### config.mk
export PLATFORM = sky130hd
export DESIGN_NAME = dram_rc_seq
export DESIGN_NICKNAME = d
export VERILOG_FILES = /design/src/rtl/dram_seq_pkg.sv /design/src/rtl/dram_wait_timer.sv /design/src/rtl/dram_ext_counter.sv /design/src/rtl/dram_addr_former.sv /design/src/rtl/dram_rc_seq.sv
export SDC_FILE = /design/constraint.sdc
export NUM_CORES = 1
export LEC_CHECK = 0
export CAP_MARGIN = 20
export CELL_PAD_IN_SITES_DETAIL_PLACEMENT = 0
export CELL_PAD_IN_SITES_GLOBAL_PLACEMENT = 2
export CORE_ASPECT_RATIO = 0.75
export CORE_MARGIN = 5
export CORE_UTILIZATION = 33
export CTS_BUF_LIST = sky130_fd_sc_hd__clkbuf_4 sky130_fd_sc_hd__clkbuf_8
export CTS_CLUSTER_SIZE = 12
export DETAILED_ROUTE_END_ITERATION = 7
export HOLD_SLACK_MARGIN = 0.05
export PLACE_DENSITY = 0.89
export SYNTH_ARGS = -nofsm -noshare
export SYNTH_HDL_FRONTEND = slang
export SYNTH_HIERARCHICAL = 1
export SYNTH_SLANG_ARGS = --single-unit
### constraint.sdc
create_clock -name clk -period 4.52 [get_ports clk]
set_input_delay 1.356 -clock clk [delete_from_list [all_inputs] [get_ports clk]]
set_output_delay 1.356 -clock clk [all_outputs]
set_load 0.05 [all_outputs]
### src/rtl/dram_seq_pkg.sv
package dram_seq_pkg;

    typedef enum logic [1:0] {
        ST_IDLE = 2'd0,
        ST_ROW  = 2'd1,
        ST_COL  = 2'd2,
        ST_DONE = 2'd3
    } seq_state_t;

    // Upper two bits of the addressing mode that enable this sequencer
    localparam logic [1:0] MODE_ACTIVE = 2'b01;

    localparam int SLOW_MIN = 2;
    localparam int FAST_MIN = 1;

endpackage

### src/rtl/dram_wait_timer.sv
module dram_wait_timer #(
    parameter int CNT_W = 4
) (
    input  logic             clk,
    input  logic             rst_n,
    input  logic             load,
    input  logic [CNT_W-1:0] load_val,
    output logic             last
);

    logic [CNT_W-1:0] cnt_q;

    // Loaded with the phase length minus one, counts down to zero
    always_ff @(posedge clk or negedge rst_n) begin
        if (!rst_n) begin
            cnt_q <= '0;
        end else if (load) begin
            cnt_q <= load_val - CNT_W'(1);
        end else if (cnt_q != '0) begin
            cnt_q <= cnt_q - CNT_W'(1);
        end
    end

    assign last = (cnt_q == '0);

endmodule

### src/rtl/dram_ext_counter.sv
module dram_ext_counter #(
    parameter int EXT_W = 2,
    parameter int CNT_W = 3
) (
    input  logic             clk,
    input  logic             rst_n,
    input  logic             clear,
    input  logic             step,
    input  logic [EXT_W-1:0] ext_bits,
    output logic [CNT_W-1:0] count,
    output logic             at_last
);

    logic [CNT_W-1:0] cnt_q;
    logic [CNT_W-1:0] limit;

    always_ff @(posedge clk or negedge rst_n) begin
        if (!rst_n) begin
            cnt_q <= '0;
        end else if (clear) begin
            cnt_q <= '0;
        end else if (step) begin
            cnt_q <= cnt_q + CNT_W'(1);
        end
    end

    // Final count is 2^ext_bits - 1
    always_comb begin
        limit = CNT_W'((32'd1 << ext_bits) - 32'd1);
    end

    assign count   = cnt_q;
    assign at_last = (cnt_q == limit);

endmodule

### src/rtl/dram_addr_former.sv
module dram_addr_former #(
    parameter int ADDR_W = 16,
    parameter int RB_W   = 5,
    parameter int EXT_W  = 2,
    parameter int CNT_W  = 3,
    parameter int MA_W   = 19
) (
    input  logic [ADDR_W-1:0] word,
    input  logic [RB_W-1:0]   row_bits,
    input  logic [EXT_W-1:0]  ext_bits,
    input  logic [CNT_W-1:0]  ext_cnt,
    input  logic              sel_row,
    input  logic              sel_col,
    output logic [MA_W-1:0]   ma
);

    localparam int PAD_W = MA_W - ADDR_W;

    logic [RB_W-1:0]   col_bits;
    logic [ADDR_W-1:0] col_mask;
    logic [MA_W-1:0]   row_val;
    logic [MA_W-1:0]   col_low;
    logic [MA_W-1:0]   col_val;

    assign col_bits = RB_W'(ADDR_W) - row_bits;

    // One mask bit per address bit: kept when it belongs to the column part
    for (genvar gi = 0; gi < ADDR_W; gi++) begin : g_mask
        assign col_mask[gi] = (RB_W'(gi) < col_bits);
    end

    always_comb begin
        row_val = {{PAD_W{1'b0}}, word} >> col_bits;
        col_low = {{PAD_W{1'b0}}, word & col_mask};
        col_val = (col_low << ext_bits) | MA_W'(ext_cnt);
        if (sel_row) begin
            ma = row_val;
        end else if (sel_col) begin
            ma = col_val;
        end else begin
            ma = '0;
        end
    end

endmodule

### src/rtl/dram_rc_seq.sv
module dram_rc_seq
    import dram_seq_pkg::*;
#(
    parameter int ADDR_W = 16,
    parameter int EXT_W  = 2,
    parameter int SLOW_W = 4,
    parameter int FAST_W = 3,
    parameter int RB_W   = $clog2(ADDR_W + 1),
    parameter int MA_W   = ADDR_W + (2 ** EXT_W) - 2
) (
    input  logic              clk,
    input  logic              rst_n,
    input  logic              req,
    input  logic [3:0]        mode,
    input  logic [ADDR_W-1:0] word_addr,
    input  logic [RB_W-1:0]   cfg_row_bits,
    input  logic [EXT_W-1:0]  cfg_ext_bits,
    input  logic [SLOW_W-1:0] cfg_slow_wait,
    input  logic [FAST_W-1:0] cfg_fast_wait,
    output logic              ready,
    output logic [MA_W-1:0]   mem_addr,
    output logic              ras,
    output logic              cas,
    output logic              done
);

    localparam int CNT_W   = (2 ** EXT_W) - 1;
    localparam int TMR_W   = (SLOW_W > FAST_W) ? SLOW_W : FAST_W;
    localparam int ROW_MAX = ADDR_W - 1;

    seq_state_t state_q, state_d;

    logic [ADDR_W-1:0] word_q;
    logic [RB_W-1:0]   rb_q;
    logic [EXT_W-1:0]  eb_q;
    logic [FAST_W-1:0] fast_q;

    logic [RB_W-1:0]   rb_clamp;
    logic [SLOW_W-1:0] slow_clamp;
    logic [FAST_W-1:0] fast_clamp;

    logic              accept;
    logic              tmr_last;
    logic              tmr_load;
    logic [TMR_W-1:0]  tmr_val;
    logic              ext_last;
    logic              ext_step;
    logic [CNT_W-1:0]  ext_cnt;

    assign accept = (state_q == ST_IDLE) && req && (mode[3:2] == MODE_ACTIVE);

    // Configuration clamping
    always_comb begin
        rb_clamp = cfg_row_bits;
        if (cfg_row_bits == '0) begin
            rb_clamp = RB_W'(1);
        end else if (cfg_row_bits > RB_W'(ROW_MAX)) begin
            rb_clamp = RB_W'(ROW_MAX);
        end
        slow_clamp = (cfg_slow_wait < SLOW_W'(SLOW_MIN)) ? SLOW_W'(SLOW_MIN) : cfg_slow_wait;
        fast_clamp = (cfg_fast_wait < FAST_W'(FAST_MIN)) ? FAST_W'(FAST_MIN) : cfg_fast_wait;
    end

    // Capture at acceptance
    always_ff @(posedge clk or negedge rst_n) begin
        if (!rst_n) begin
            word_q <= '0;
            rb_q   <= RB_W'(1);
            eb_q   <= '0;
            fast_q <= FAST_W'(FAST_MIN);
        end else if (accept) begin
            word_q <= word_addr;
            rb_q   <= rb_clamp;
            eb_q   <= cfg_ext_bits;
            fast_q <= fast_clamp;
        end
    end

    // State register
    always_ff @(posedge clk or negedge rst_n) begin
        if (!rst_n) begin
            state_q <= ST_IDLE;
        end else begin
            state_q <= state_d;
        end
    end

    // Next state
    always_comb begin
        state_d = state_q;
        unique case (state_q)
            ST_IDLE: if (accept)               state_d = ST_ROW;
            ST_ROW:  if (tmr_last)             state_d = ST_COL;
            ST_COL:  if (tmr_last && ext_last) state_d = ST_DONE;
            ST_DONE:                           state_d = ST_IDLE;
            default:                           state_d = ST_IDLE;
        endcase
    end

    // Timer and counter control
    always_comb begin
        tmr_load = 1'b0;
        tmr_val  = TMR_W'(fast_q);
        ext_step = 1'b0;
        if (accept) begin
            tmr_load = 1'b1;
            tmr_val  = TMR_W'(slow_clamp);
        end else if (state_q == ST_ROW && tmr_last) begin
            tmr_load = 1'b1;
        end else if (state_q == ST_COL && tmr_last && !ext_last) begin
            tmr_load = 1'b1;
            ext_step = 1'b1;
        end
    end

    // Outputs decoded from state
    always_comb begin
        ready = 1'b0;
        ras   = 1'b0;
        cas   = 1'b0;
        done  = 1'b0;
        unique case (state_q)
            ST_IDLE: ready = 1'b1;
            ST_ROW:  ras   = 1'b1;
            ST_COL:  begin
                ras = 1'b1;
                cas = 1'b1;
            end
            ST_DONE: done  = 1'b1;
            default: ready = 1'b0;
        endcase
    end

    dram_wait_timer #(
        .CNT_W(TMR_W)
    ) u_timer (
        .clk      (clk),
        .rst_n    (rst_n),
        .load     (tmr_load),
        .load_val (tmr_val),
        .last     (tmr_last)
    );

    dram_ext_counter #(
        .EXT_W(EXT_W),
        .CNT_W(CNT_W)
    ) u_ext (
        .clk      (clk),
        .rst_n    (rst_n),
        .clear    (accept),
        .step     (ext_step),
        .ext_bits (eb_q),
        .count    (ext_cnt),
        .at_last  (ext_last)
    );

    dram_addr_former #(
        .ADDR_W (ADDR_W),
        .RB_W   (RB_W),
        .EXT_W  (EXT_W),
        .CNT_W  (CNT_W),
        .MA_W   (MA_W)
    ) u_addr (
        .word     (word_q),
        .row_bits (rb_q),
        .ext_bits (eb_q),
        .ext_cnt  (ext_cnt),
        .sel_row  (state_q == ST_ROW),
        .sel_col  (state_q == ST_COL),
        .ma       (mem_addr)
    );

endmodule

==> results of run 1 <==
cell usage after synthesis, types with 4 or more instances:
cell type,n,share of area
sky130_fd_sc_hd__xnor2_1,7,0.018
sky130_fd_sc_hd__nor2b_1,7,0.013
sky130_fd_sc_hd__a211oi_1,4,0.0087
sky130_fd_sc_hd__ha_1,8,0.029
sky130_fd_sc_hd__clkbuf_1,8,0.0087
sky130_fd_sc_hd__o21ai_0,16,0.023
sky130_fd_sc_hd__inv_1,15,0.016
sky130_fd_sc_hd__a31oi_1,5,0.0090
sky130_fd_sc_hd__buf_2,12,0.017
sky130_fd_sc_hd__a21oi_1,19,0.027
sky130_fd_sc_hd__xor2_1,4,0.010
sky130_fd_sc_hd__o211ai_1,6,0.013
sky130_fd_sc_hd__mux2i_1,12,0.035
sky130_fd_sc_hd__o22ai_1,4,0.0072
sky130_fd_sc_hd__mux4_2,13,0.084
sky130_fd_sc_hd__nand2_1,112,0.12
sky130_fd_sc_hd__nand3_1,9,0.013
sky130_fd_sc_hd__buf_6,4,0.013
sky130_fd_sc_hd__o221ai_1,11,0.028
sky130_fd_sc_hd__buf_4,4,0.0087
sky130_fd_sc_hd__nor3_1,12,0.017
sky130_fd_sc_hd__dfrtp_1,33,0.24
sky130_fd_sc_hd__nor2_1,16,0.017
worst register-to-register path: stages, from the launching register on:
cell and delay, ns:
sky130_fd_sc_hd__dfrtp_1 0.79, sky130_fd_sc_hd__xnor2_1 0.16, sky130_fd_sc_hd__a32o_1 0.28, sky130_fd_sc_hd__a22o_1 0.20, sky130_fd_sc_hd__nor2b_1 0.13, sky130_fd_sc_hd__o21ai_0 0.09
sky130_fd_sc_hd__nand2_1 0.26, sky130_fd_sc_hd__mux2i_1 0.26, sky130_fd_sc_hd__ha_1 0.23, sky130_fd_sc_hd__xor2_1 0.15, sky130_fd_sc_hd__nand2_1 0.06, sky130_fd_sc_hd__o31ai_1 0.07
layout make-up:
type | instances | area (sq um) | share of cell area
Inverter | 17 | 63.8 | 0.0145
Clock buffer | 6 | 76.3 | 0.0173
Multi-Input combinational cell | 338 | 2380 | 0.540
Timing Repair Buffer | 72 | 823 | 0.187
Sequential cell | 35 | 878 | 0.199
Tap cell | 136 | 170 | 0.0386
Clock inverter | 2 | 12.5 | 0.00284
kinds of logic (layout without fill, tap and decap cells):
| family | after synthesis | count (layout) | synth area share |
|---|---|---|---|
| and+or+nand+nor | 183 | 183 | 0.250 |
| xor gates and xnor gates | 11 | 11 | 0.0278 |
| DFF | 35 | 35 | 0.253 |
| muxes | 29 | 29 | 0.136 |
| buffers and inverters | 48 | 97 | 0.0703 |
| adders and majority gates | 8 | 8 | 0.0289 |
| AOI/OAI and AO/OA | 107 | 107 | 0.234 |
flip-flops by register name, summed over array words and instances, names as in the netlist:
name,count
rb_q,5
u_ext/count,3
eb_q,2
fast_q,3
word_q,16
u_timer/cnt_q,4
state_q,2
worst max path at each step:
| stage | from | cells past startpoint | endpoint |
|---|---|---|---|
| floorplan | rb_q[0]$_DFFE_PN1P_ | 11 | mem_addr[9] |
| finish | rb_q[0]$_DFFE_PN1P_ | 9 | mem_addr[2] |
| detailed placement | rb_q[0]$_DFFE_PN1P_ | 9 | mem_addr[2] |
| global route | rb_q[0]$_DFFE_PN1P_ | 8 | mem_addr[3] |
| global placement | rb_q[0]$_DFFE_PN1P_ | 9 | mem_addr[2] |
| CTS | rb_q[0]$_DFFE_PN1P_ | 9 | mem_addr[2] |
per-stage QoR:
stage / worst slack (ns) / cell area [sq um] / util
finish: 0.258 / 4400 / 0.428
global route: 0.0539 / 4400 / 0.428
CTS: 0.171 / 4400 / 0.427
detailed placement: 0.502 / 4310 / 0.419
global placement: 0.534 / 4310 / 0.419
floorplan: -0.0581 / 3490 / -
per-layer routing:
metal / wire length, um / vias up / share of wire / track usage
met5: 0 / - / 0 / 0
met2: 4650 / 155 / 0.44 / 0.251
met3: 799 / 12 / 0.076 / 0.0265
li1: - / 1635 / - / -
met4: 101 / 0 / 0.0096 / 0.0351
met1: 4990 / 1641 / 0.47 / 0.264
==> reports/results.md, run 1 <==
| Result | Reported |
|---|---|
| Net count after synthesis | 466 |
| Weighted congestion at the end of routability-driven global placement | 0.953 |
| Total Routed Length | 10500 um |
| Boundary Pins | 59 |
| Number of buffers added by the clock tree synthesis step | 5 |
| Tcrit/Tclk final | 0.943 |
| DR vias/cell | 5.68 |
| Detailed Route Iter0 Violations | 384 |
| Commonest non-fill, non-tap cell in the layout | sky130_fd_sc_hd__nand2_1 |
| Largest net degree at the start of global routing | 36 |
| Most used cells in the layout excluding fill and tap cells | 112 x sky130_fd_sc_hd__nand2_1, 38 x sky130_fd_sc_hd__clkdlybuf4s50_1, 33 x sky130_fd_sc_hd__dfrtp_1, 19 x sky130_fd_sc_hd__a21oi_1, 19 x sky130_fd_sc_hd__buf_4 |
| Async SR Flop Fraction | 1.00 |
| Clk root buf | sky130_fd_sc_hd__clkbuf_8 |
| Clock insertion delay at the later pin of the skew report | 0.28 ns |
| Count of hold-fix buffers inserted at cts | 0 |
| Net count, final | 514 |
| Primary flip-flop cell chosen by synthesis mapping | sky130_fd_sc_hd__dfrtp_1 |
| Capture point of the worst reg-to-reg path | u_timer/cnt_q[2]$_DFFE_PN0P_ |
| Core outline area | 0.0103 sq mm |
| Detailed-placement wirelength estimate | 8190 um |
| TritonCTS clock tree | built |
| Data required time of the critical path | 3.16 ns |
| Result of the run | complete, no violations |
| Bufs on Longest Clock Path | 2 |
| H-tree levels | 2 |
| Worst reg2reg setup slack | 1.72 ns |
| Layout cell share with drive strength beyond 1 | 0.183 |
| Layout Area Growth over Synthesis | 26.9% |
| Total standard cell area after synthesis | 0.00347 sq mm |
| Timing-limited maximum frequency | 235 MHz |
| Setup crit start kind | register |
| Clock slew seen by the registers of the worst setup and hold paths | 0.07 ns |
| Flip-flop and latch count after synthesis | 35 |
| I/O Buffers | 56 |
| Total number of vias | 3443 |
| Headroom to the max-slew limit | 0.528 |
| Clock tree sinks | 35 |
| Class of the tightest hold or removal check | register to register |
| Total count of max-transition violations in the final report | 0 |
| Die Outline Area | 0.0127 sq mm |
| Hold path depth | 2 |
| Setup repair after global routing missed its margin | false |
| Final setup vio count | 0 |
| Vertical extent of the die | 98.8 um |
| GR Util All Layers | 0.171 |
| Largest fanout of any net on the critical path | 11 |
| Warnings, synthesis | 6 |
| Buffers inserted during post-CTS setup optimization | 0 |
| Post-layout minimum cycle time | 4.26 ns |
| CP max stage cell | sky130_fd_sc_hd__dfstp_2 |
| Largest clock skew in the final design | 0.00709 ns |
| Die X-Extent | 128 um |
| Critical path arrival | 2.91 ns |
| Post-synth EDFFs | 0 |
| Number of iterations in the first detailed-routing pass | 7 |
| Remaining DRCs | 0 |
| Cell class contributing the biggest share of worst-path delay | compound AO/OA/AOI/OAI gates |
| Worst min-delay path startpoint | fast_q[0]$_DFFE_PN1P_ |
| Remaining global-route overflow | 0 |
| Std cell rows | 32 |
| Number of global-route vias before repair | 3388 |
| Post-synthesis sequential area ratio | 0.253 |
| Distinct cell type count after synthesis | 78 |
| Count of cells resized by post-cts repair | 0 |
| Cell Count Post-Placement | 598 |
| Number of violations of the max-capacitance limit | 0 |
| Slew @ Worst Pin | 0.707 ns |
| Category of the most critical setup path | register to primary output |
| Initial Utilization | 0.337 |
| Fin cells | 606 |
| Number of antenna violations at the first check in global routing | 0 |
| Fill cell total of the finished layout | 985 |
| Number of nets still failing antenna checks after routing | 0 |
| Type of element capturing the critical path | primary output |
| Cells after synthesis | 421 |
| Worst-path cell chain | inv_1 > ha_1 > buf_4 > nor4bb_2 > a21bo_2 > a2111oi_0 > a2111oi_2 > o22ai_2 > buf_12 |
| Startpoint of the worst register-to-register path | eb_q[0]$_DFFE_PN0P_ |
| Worst stage delay on the critical path | 0.53 ns |
| Post-synthesis area per instance | 8.24 sq um |
| Number of inserted diodes | 0 |
| Total buffers and inverters traversed by the critical path | 3 |
| Total negative slack | 0 ns |
| FF-to-FF path depth | 11 |
| First-pass GRT wire length | 17700 um |
| End of the worst hold path | fast_q[0]$_DFFE_PN1P_ |
| Hold Worst Slack | 0.506 ns |
| Per-cell routed wire length | 17.4 um |
| Endpoints failing hold | 0 |
Power of run 1 is left out: the tool's default activity adds up to more than one toggle a clock period on the data nets, which glitch-free logic cannot reach.
==> inputs of run 2 (changes only) <==
--- a/config.mk
+++ b/config.mk
@@ -12,6 +12,7 @@
 export CORE_MARGIN = 5
 export CORE_UTILIZATION = 33
 export CTS_BUF_LIST = sky130_fd_sc_hd__clkbuf_4 sky130_fd_sc_hd__clkbuf_8
+export CTS_CLUSTER_DIAMETER = 100
 export CTS_CLUSTER_SIZE = 12
 export DETAILED_ROUTE_END_ITERATION = 7
 export HOLD_SLACK_MARGIN = 0.05
==> constraint.sdc (replaced) <==
create_clock -name clk -period 4.6 [get_ports clk]
set_input_delay 1.38 -clock clk [delete_from_list [all_inputs] [get_ports clk]]
set_output_delay 1.38 -clock clk [all_outputs]
set_load 0.05 [all_outputs]
==> reports/results.md, run 2 (synthesis results as in run 1) <==
| Result | Reported |
|---|---|
| Result of the run | complete, no violations |
| Die Outline Area | 0.0127 sq mm |
| Number of global-route vias before repair | 3205 |
| Headroom to the max-slew limit | 0.401 |
| Sw frac | 0.540 |
| Number of buffers added by the clock tree synthesis step | 5 |
| TritonCTS clock tree | built |
| Timing-limited maximum frequency | 224 MHz |
| I/O Buffers | 56 |
| Commonest non-fill, non-tap cell in the layout | sky130_fd_sc_hd__nand2_1 |
| GR Util All Layers | 0.166 |
| Total count of max-transition violations in the final report | 0 |
| H-tree levels | 2 |
| Setup crit start kind | register |
| Maximum vdd drop | 0.280 mV |
| Net count, final | 509 |
| Clock slew seen by the registers of the worst setup and hold paths | 0.07 ns |
| Buffers inserted during post-CTS setup optimization | 0 |
| Largest fanout of any net on the critical path | 9 |
| Tcrit/Tclk final | 0.969 |
| Int Power | 1.79 mW |
| Combinational fraction of design power | 0.750 |
| Cell Count Post-Placement | 593 |
| Std cell rows | 32 |
| Number of iterations in the first detailed-routing pass | 5 |
| Setup repair after global routing missed its margin | false |
| Detailed Route Iter0 Violations | 280 |
| Most flop-heavy register | word_q |
| Layout Area Growth over Synthesis | 25.6% |
| Post-layout minimum cycle time | 4.46 ns |
| Slew @ Worst Pin | 0.892 ns |
| Largest register FFs | 16 |
| Sequential fraction of design power | 0.187 |
| Remaining DRCs | 0 |
| Remaining global-route overflow | 0 |
| Most used cells in the layout excluding fill and tap cells | 112 x sky130_fd_sc_hd__nand2_1, 38 x sky130_fd_sc_hd__clkdlybuf4s50_1, 33 x sky130_fd_sc_hd__dfrtp_1, 19 x sky130_fd_sc_hd__a21oi_1 |
| Data required time of the critical path | 3.22 ns |
| Number of nets still failing antenna checks after routing | 0 |
| Fin cells | 601 |
| Total Routed Length | 10400 um |
| Clock insertion delay at the later pin of the skew report | 0.31 ns |
| Vertical extent of the die | 98.8 um |
| Core outline area | 0.0103 sq mm |
| Detailed-placement wirelength estimate | 8200 um |
| Power spent charging and discharging nets | 2.10 mW |
| Pwr dens | 892 mW/mm^2 |
| Total Power | 3.89 mW |
| Die X-Extent | 128 um |
| Count of hold-fix buffers inserted at cts | 0 |
| Type of element capturing the critical path | primary output |
| Largest clock skew in the final design | 0.00601 ns |
| Bufs on Longest Clock Path | 2 |
| Clock tree sinks | 35 |
| Count of cells resized by post-cts repair | 0 |
| Class of the tightest hold or removal check | register to register |
| Endpoints failing hold | 0 |
| Total number of vias | 3345 |
| Boundary Pins | 59 |
| Biggest regs | word_q: 16 flops, rb_q: 5 flops, u_timer/cnt_q: 4 flops |
| Number of antenna violations at the first check in global routing | 0 |
| First-pass GRT wire length | 17000 um |
| Critical path arrival | 3.08 ns |
| Leak | 1.73 nW |
| Per-cell routed wire length | 17.3 um |
| Layout cell share with drive strength beyond 1 | 0.163 |
| Final setup vio count | 0 |
| DR vias/cell | 5.57 |
| Power share of the clock group | 0.063 |
| Weighted congestion at the end of routability-driven global placement | 0.913 |
| Initial Utilization | 0.337 |
| Clk root buf | sky130_fd_sc_hd__clkbuf_8 |
| Category of the most critical setup path | register to primary output |
| Number of violations of the max-capacitance limit | 0 |
| Largest net degree at the start of global routing | 36 |
| Number of inserted diodes | 0 |
## run 2: changes by cell type in the layout (fill, tap and decap cells not counted), sizes merged
cell  before  now
buf       34   29
## run 2: critical path, stage by stage (launching register included)
cell                       delay, ns
sky130_fd_sc_hd__dfstp_2        0.53
sky130_fd_sc_hd__inv_1          0.05
sky130_fd_sc_hd__ha_1           0.51
sky130_fd_sc_hd__buf_4          0.21
sky130_fd_sc_hd__nand2_1        0.15
sky130_fd_sc_hd__a21bo_2        0.25
sky130_fd_sc_hd__a31oi_1        0.38
sky130_fd_sc_hd__a21oi_1        0.13
sky130_fd_sc_hd__o221ai_1       0.37
sky130_fd_sc_hd__buf_12         0.19
## run 2: layout make-up
cell class / instances / area (sq um)
inverters: 17 / 63.8
multi-input cells: 338 / 2350
clock buffers: 6 / 82.6
flip-flops and latches: 35 / 878
well taps: 136 / 170
fillers: 1042 / 5930
repair buffers: 67 / 798
clock inverters: 2 / 16.3
## run 2: path summary, 6_finish.rpt
check / end / startpoint / cells past startpoint / slack [ns]
worst max-delay path: mem_addr[3] / rb_q[0]$_DFFE_PN1P_ / 9 / 0.14
worst min-delay path: fast_q[1]$_DFFE_PN0P_ / fast_q[1]$_DFFE_PN0P_ / 2 / 0.49
worst max register to register: u_timer/cnt_q[2]$_DFFE_PN0P_ / eb_q[0]$_DFFE_PN0P_ / 12 / 1.63
worst min register to register: fast_q[1]$_DFFE_PN0P_ / fast_q[1]$_DFFE_PN0P_ / 2 / 0.49
max in group asynchronous: rb_q[0]$_DFFE_PN1P_ / rst_n / 2 / 2.77
min in group asynchronous: u_ext/count[0]$_DFFE_PN0P_ / rst_n / 2 / 1.49
## run 2: metal layers
metal | vias up | track usage | routed length, um
li1 | 1628 | - | -
met1 | 1569 | 0.256 | 5160
met2 | 141 | 0.235 | 4250
met3 | 7 | 0.0423 | 934
met4 | 0 | 0.0310 | 76
met5 | - | 0 | 0
## run 2: power groups by stage
stage / clock network [mW] / registers, mW / logic, mW
after floorplan: 0 / 0.582 / 2.19
after global placement: 0 / 0.722 / 2.87
after detailed placement: 0 / 0.726 / 2.89
after CTS: 0.254 / 0.720 / 2.90
after global routing: 0.266 / 0.752 / 3.15
final: 0.246 / 0.726 / 2.92
## run 2: stage by stage
stage / cell area, sq um / utilization / hold slack, ns / worst slack, ns / TNS (ns)
after floorplan: 3470 / - / 0.433 / -0.00208 / -0.00208
after detailed placement: 4260 / 0.414 / 0.466 / 0.530 / 0
final: 4360 / 0.423 / 0.485 / 0.142 / 0
after global routing: 4360 / 0.423 / 0.525 / 0.00426 / 0
after global placement: 4260 / 0.414 / 0.468 / 0.519 / 0
after CTS: 4360 / 0.423 / 0.487 / 0.175 / 0
Power figures use the tool's default switching activity.
